`src/rtl/shc_pkg.sv`:
```
package shc_pkg;

    typedef enum logic {
        MODE_SHIFT = 1'b0,
        MODE_COUNT = 1'b1
    } shc_mode_e;

    typedef enum logic [1:0] {
        Q_HIGH = 2'd0,
        Q_LOW  = 2'd1,
        Q_DONE = 2'd2
    } qual_state_e;

    localparam int EN_MODE_BIT = 0;
    localparam int EN_SO_BIT   = 3;

endpackage

```
`src/rtl/shc_si_qual.sv`:
```
module shc_si_qual
    import shc_pkg::*;
#(
    parameter int MIN_LOW_CYC = 2,
    parameter int SYNC_DEPTH  = 2
) (
    input  logic clk,
    input  logic rst_n,
    input  logic cyc_stb,
    input  logic si,
    output logic si_s,
    output logic dec_pulse
);

    localparam int CW = $clog2(MIN_LOW_CYC + 1);
    localparam logic [CW-1:0] LAST_CNT = CW'(MIN_LOW_CYC - 1);

    logic [SYNC_DEPTH-1:0] sync_q;
    qual_state_e           st_q;
    logic [CW-1:0]         lowcnt_q;
    logic                  qualify;

    // input synchroniser, idle level high
    always_ff @(posedge clk or negedge rst_n) begin
        if (!rst_n) begin
            sync_q <= '1;
        end else begin
            sync_q <= {sync_q[SYNC_DEPTH-2:0], si};
        end
    end

    assign si_s = sync_q[SYNC_DEPTH-1];

    assign qualify = (st_q == Q_LOW) && !si_s && cyc_stb && (lowcnt_q == LAST_CNT);

    // state register
    always_ff @(posedge clk or negedge rst_n) begin
        if (!rst_n) begin
            st_q     <= Q_HIGH;
            lowcnt_q <= '0;
        end else begin
            unique case (st_q)
                Q_HIGH: begin
                    if (!si_s) begin
                        st_q     <= Q_LOW;
                        lowcnt_q <= '0;
                    end
                end
                Q_LOW: begin
                    if (si_s) begin
                        st_q <= Q_HIGH;
                    end else if (cyc_stb) begin
                        if (lowcnt_q == LAST_CNT) begin
                            st_q <= Q_DONE;
                        end else begin
                            lowcnt_q <= lowcnt_q + 1'b1;
                        end
                    end
                end
                Q_DONE: begin
                    if (si_s) begin
                        st_q <= Q_HIGH;
                    end
                end
                default: st_q <= Q_HIGH;
            endcase
        end
    end

    // output process
    always_ff @(posedge clk or negedge rst_n) begin
        if (!rst_n) begin
            dec_pulse <= 1'b0;
        end else begin
            dec_pulse <= qualify;
        end
    end

endmodule

```
`src/rtl/shc_core.sv`:
```
module shc_core
    import shc_pkg::*;
#(
    parameter int W    = 4,
    parameter int EN_W = 4
) (
    input  logic            clk,
    input  logic            rst_n,
    input  logic            cyc_stb,
    input  logic            si_s,
    input  logic            dec_pulse,
    input  logic            en_we,
    input  logic [EN_W-1:0] en_wdata,
    input  logic            xchg,
    input  logic [W-1:0]    acc_in,
    input  logic            carry_in,
    output logic [W-1:0]    reg_q,
    output logic [EN_W-1:0] en_q,
    output logic            sk_lat,
    output shc_mode_e       mode
);

    logic [W-1:0] reg_nxt;

    assign mode = shc_mode_e'(en_q[EN_MODE_BIT]);

    always_comb begin
        reg_nxt = reg_q;
        if (xchg) begin
            reg_nxt = acc_in;
        end else begin
            unique case (mode)
                MODE_SHIFT: if (cyc_stb)   reg_nxt = {reg_q[W-2:0], si_s};
                MODE_COUNT: if (dec_pulse) reg_nxt = reg_q - 1'b1;
                default:    reg_nxt = reg_q;
            endcase
        end
    end

    always_ff @(posedge clk or negedge rst_n) begin
        if (!rst_n) begin
            reg_q  <= '0;
            en_q   <= '0;
            sk_lat <= 1'b1;
        end else begin
            reg_q <= reg_nxt;
            if (en_we) begin
                en_q <= en_wdata;
            end
            if (xchg) begin
                sk_lat <= carry_in;
            end
        end
    end

endmodule

```
`src/rtl/shc_outmux.sv`:
```
module shc_outmux
    import shc_pkg::*;
#(
    parameter int W    = 4,
    parameter int EN_W = 4
) (
    input  shc_mode_e       mode,
    input  logic [EN_W-1:0] en_q,
    input  logic [W-1:0]    reg_q,
    input  logic            sk_lat,
    input  logic            cyc_clk,
    output logic            so,
    output logic            sk
);

    always_comb begin
        unique case (mode)
            MODE_SHIFT: begin
                so = en_q[EN_SO_BIT] & reg_q[W-1];
                sk = sk_lat & cyc_clk;
            end
            MODE_COUNT: begin
                so = en_q[EN_SO_BIT];
                sk = sk_lat;
            end
            default: begin
                so = 1'b0;
                sk = 1'b0;
            end
        endcase
    end

endmodule

```
`src/rtl/shc_port.sv`:
```
module shc_port
    import shc_pkg::*;
#(
    parameter int W           = 4,
    parameter int EN_W        = 4,
    parameter int MIN_LOW_CYC = 2
) (
    input  logic            clk,
    input  logic            rst_n,
    input  logic            cyc_stb,
    input  logic            cyc_clk,
    input  logic            si,
    input  logic            en_we,
    input  logic [EN_W-1:0] en_wdata,
    input  logic            xchg,
    input  logic [W-1:0]    acc_in,
    input  logic            carry_in,
    output logic            so,
    output logic            sk,
    output logic [W-1:0]    reg_old
);

    logic            si_s;
    logic            dec_pulse;
    logic [W-1:0]    reg_q;
    logic [EN_W-1:0] en_q;
    logic            sk_lat;
    shc_mode_e       mode;

    shc_si_qual #(
        .MIN_LOW_CYC (MIN_LOW_CYC),
        .SYNC_DEPTH  (2)
    ) u_qual (
        .clk       (clk),
        .rst_n     (rst_n),
        .cyc_stb   (cyc_stb),
        .si        (si),
        .si_s      (si_s),
        .dec_pulse (dec_pulse)
    );

    shc_core #(
        .W    (W),
        .EN_W (EN_W)
    ) u_core (
        .clk       (clk),
        .rst_n     (rst_n),
        .cyc_stb   (cyc_stb),
        .si_s      (si_s),
        .dec_pulse (dec_pulse),
        .en_we     (en_we),
        .en_wdata  (en_wdata),
        .xchg      (xchg),
        .acc_in    (acc_in),
        .carry_in  (carry_in),
        .reg_q     (reg_q),
        .en_q      (en_q),
        .sk_lat    (sk_lat),
        .mode      (mode)
    );

    shc_outmux #(
        .W    (W),
        .EN_W (EN_W)
    ) u_out (
        .mode    (mode),
        .en_q    (en_q),
        .reg_q   (reg_q),
        .sk_lat  (sk_lat),
        .cyc_clk (cyc_clk),
        .so      (so),
        .sk      (sk)
    );

    assign reg_old = reg_q;

endmodule

```
`config.mk`:
```
export PLATFORM = sky130hd
export DESIGN_NAME = shc_port
export DESIGN_NICKNAME = d
export VERILOG_FILES = /design/src/rtl/shc_pkg.sv /design/src/rtl/shc_si_qual.sv /design/src/rtl/shc_core.sv /design/src/rtl/shc_outmux.sv /design/src/rtl/shc_port.sv
export SDC_FILE = /design/constraint.sdc
export NUM_CORES = 1
export LEC_CHECK = 0
export BUFFER_PORTS_ARGS = -buffer_cell sky130_fd_sc_hd__buf_4
export CORE_MARGIN = 2
export CORE_UTILIZATION = 50
export CTS_CLUSTER_SIZE = 30
export DETAILED_ROUTE_END_ITERATION = 16
export PLACE_DENSITY = 0.77
export SYNTH_ARGS = -nofsm -noshare
export SYNTH_HDL_FRONTEND = slang
export SYNTH_HIERARCHICAL = 1
export SYNTH_SLANG_ARGS = --single-unit
```
`constraint.sdc`:
```
create_clock -name clk -period 3.32 [get_ports clk]
set_clock_uncertainty 0.05 [all_clocks]
set_input_delay 0.498 -clock clk [delete_from_list [all_inputs] [get_ports clk]]
set_output_delay 0.498 -clock clk [all_outputs]
set_load 0.01 [all_outputs]
```
==> summary.md <==
| Metric | Value |
|---|---|
| Reg2reg start | `u_core/en_q[0]` |
| Routability congestion estimate | `0.790` |
| Placement Setup Slack | `1730 ps` |
| Core footprint | `0.00130 mm^2` |
| P_leak | `0.417 nW` |
| Post-cts resize count | `0` |
| CP cell instances | `inv_2 > or4_1 > a21oi_1 > o22a_2` |
| Drt first pass iters | `4` |
| Critical Path AT | `1800 ps` |
| Vias in the first global route | `600` |
| Final std cells w/o fill | `103` |
| Max Fclk | `608 MHz` |
| Clock root cell | `clkbuf_4` |
| Die height | `41.5 um` |
| Post-DP HPWL | `1.04 mm` |
| Slew HR | `76.6%` |
| Placed cells | `98` |
| Antenna Cells | `0` |
| Initial antenna violation count | `0` |
| Clock Latency Late Sink | `280 ps` |
| Most frequent cells in the layout | `buf_4, dfrtp_1` |
| Period Utilization, post-route | `49.5%` |
| Die area | `0.00172 mm^2` |
| Worst hold-check path type | `in2reg` |
| Detail Route Antenna Nets | `0` |
| H-tree depth | `1` |
| CP max stage delay | `530 ps` |
| Peak supply drop | `0.000514 V` |
| Largest net degree at the start of global routing | `15` |
| NumNets Final | `107` |
| First-pass GRT wire length | `2.51 mm` |
| Yosys warnings | `6` |
| Boundary Pins | `22` |
| Slew @ Worst Pin | `350 ps` |
| Launch point of the critical path | `u_core/en_q[0]` |
| Setup violators final | `0` |
| Final hold viol count | `0` |
| Starting density of the core | `53.9%` |
| Startpoint Class | `flop` |
| Cell area after synthesis | `702 um^2` |
| Slack of the critical path | `1680 ps` |
| RSZ-0062 raised after global routing | `false` |
| Layout area overhead | `26.9%` |
| Share of post-route cells with drive strength above 1 | `36.4%` |
| 1st-iter DRT viols | `12` |
| TNS Setup | `0 ps` |
| Remaining DRCs | `0` |
| Die X | `41.5 um` |
| Commonest non-fill, non-tap cell in the layout | `buf_4` |
| Post-DP Area | `855 um^2` |
| Synthesized Nets | `84` |
| Maximum clock insertion buffer count | `2` |
| CP max-delay cell | `or4_1` |
| Max-Cap Viols | `0` |
| WL/cell | `13.8 um` |
| Average size of a mapped cell | `10.6 um^2` |
| FP Rows | `13` |
| Design Area, Final | `891 um^2` |
| Routed vias | `598` |
| WP data required | `3480 ps` |
| Layout filler cell count | `107` |
| Routed WL | `1.42 mm` |
| CP endpoint kind | `flop` |
| Remaining global-route overflow | `0` |
| PortBufs | `19` |
| Clock slew at reported path FFs | `70 ps` |
| Number of buffers created by CTS | `3` |
| Final Util | `68.5%` |
| Status | `complete, no violations` |
| Hold slack | `288 ps` |
| Via/cell ratio | `5.81` |
| Tot Pwr | `0.467 mW` |
| CTS tree | `yes` |
| PwrDens | `524 mW/mm^2` |
| Synthesized instance count | `66` |
| Worst Path Max Fanout | `9` |
| Gr usage total | `19.0%` |
| Hold_sp | `si` |
| Min cycle time layout | `1640 ps` |
| CTS sink count | `14` |
| Kind of critical path | `reg2reg` |
| Max Slew Vio Count | `0` |
[layer usage]
layer / routed length, um / vias up / GRT usage (%)
li1: - / 277 / -
met1: 619 / 306 / 20.9
met2: 726 / 11 / 33.8
met3: 48 / 4 / 4.78
met4: 27 / 0 / 9.03
met5: 0 / - / 0
[worst max-delay path: cells and delay by family (launching register included)]
kind | cells | cell delay (ps)
buffers and inverters | 1 | 140
AO/OA/AOI/OAI | 2 | 350
AND/OR/NAND/NOR | 1 | 530
flip-flops | 1 | 510
[cell type report]
| class | count | area, um^2 | share of cell area (%) |
|---|---|---|---|
| multi-input cells | 45 | 320 | 36.0 |
| inverters | 5 | 18.8 | 2.11 |
| well taps | 15 | 18.8 | 2.11 |
| repair buffers | 20 | 153 | 17.1 |
| clock buffers | 4 | 26.3 | 2.95 |
| flip-flops and latches | 14 | 354 | 39.7 |
[final timing paths]
check / slack [ps] / endpoint / cells after the start
max: 1680 / u_core/reg_q[3] / 4
min: 290 / u_qual/sync_q[0] / 1
max reg2reg: 1680 / u_core/reg_q[3] / 4
min reg2reg: 310 / u_qual/sync_q[1] / 0
max in group asynchronous: 2420 / u_core/sk_lat / 2
min in group asynchronous: 550 / u_qual/st_q[1] / 2
[timing repair]
item,CTS,global route
hold endpoints to repair,7,0
hold buffers,1,0
setup buffers,0,0
setup endpoints to repair,0,0
[where the power goes]
group          internal, mW  switching, mW
combinational        0.0724         0.0607
clock                0.0464         0.0529
sequential            0.202         0.0321
[state kept, by name, indices dropped and copies added (netlist names)]
signal            count
u_qual/st_q           2
u_qual/lowcnt_q       2
u_core/en_q           2
u_qual/dec_pulse      1
u_core/sk_lat         1
u_qual/sync_q         2
u_core/reg_q          4
(Power assumes the default switching activity.)
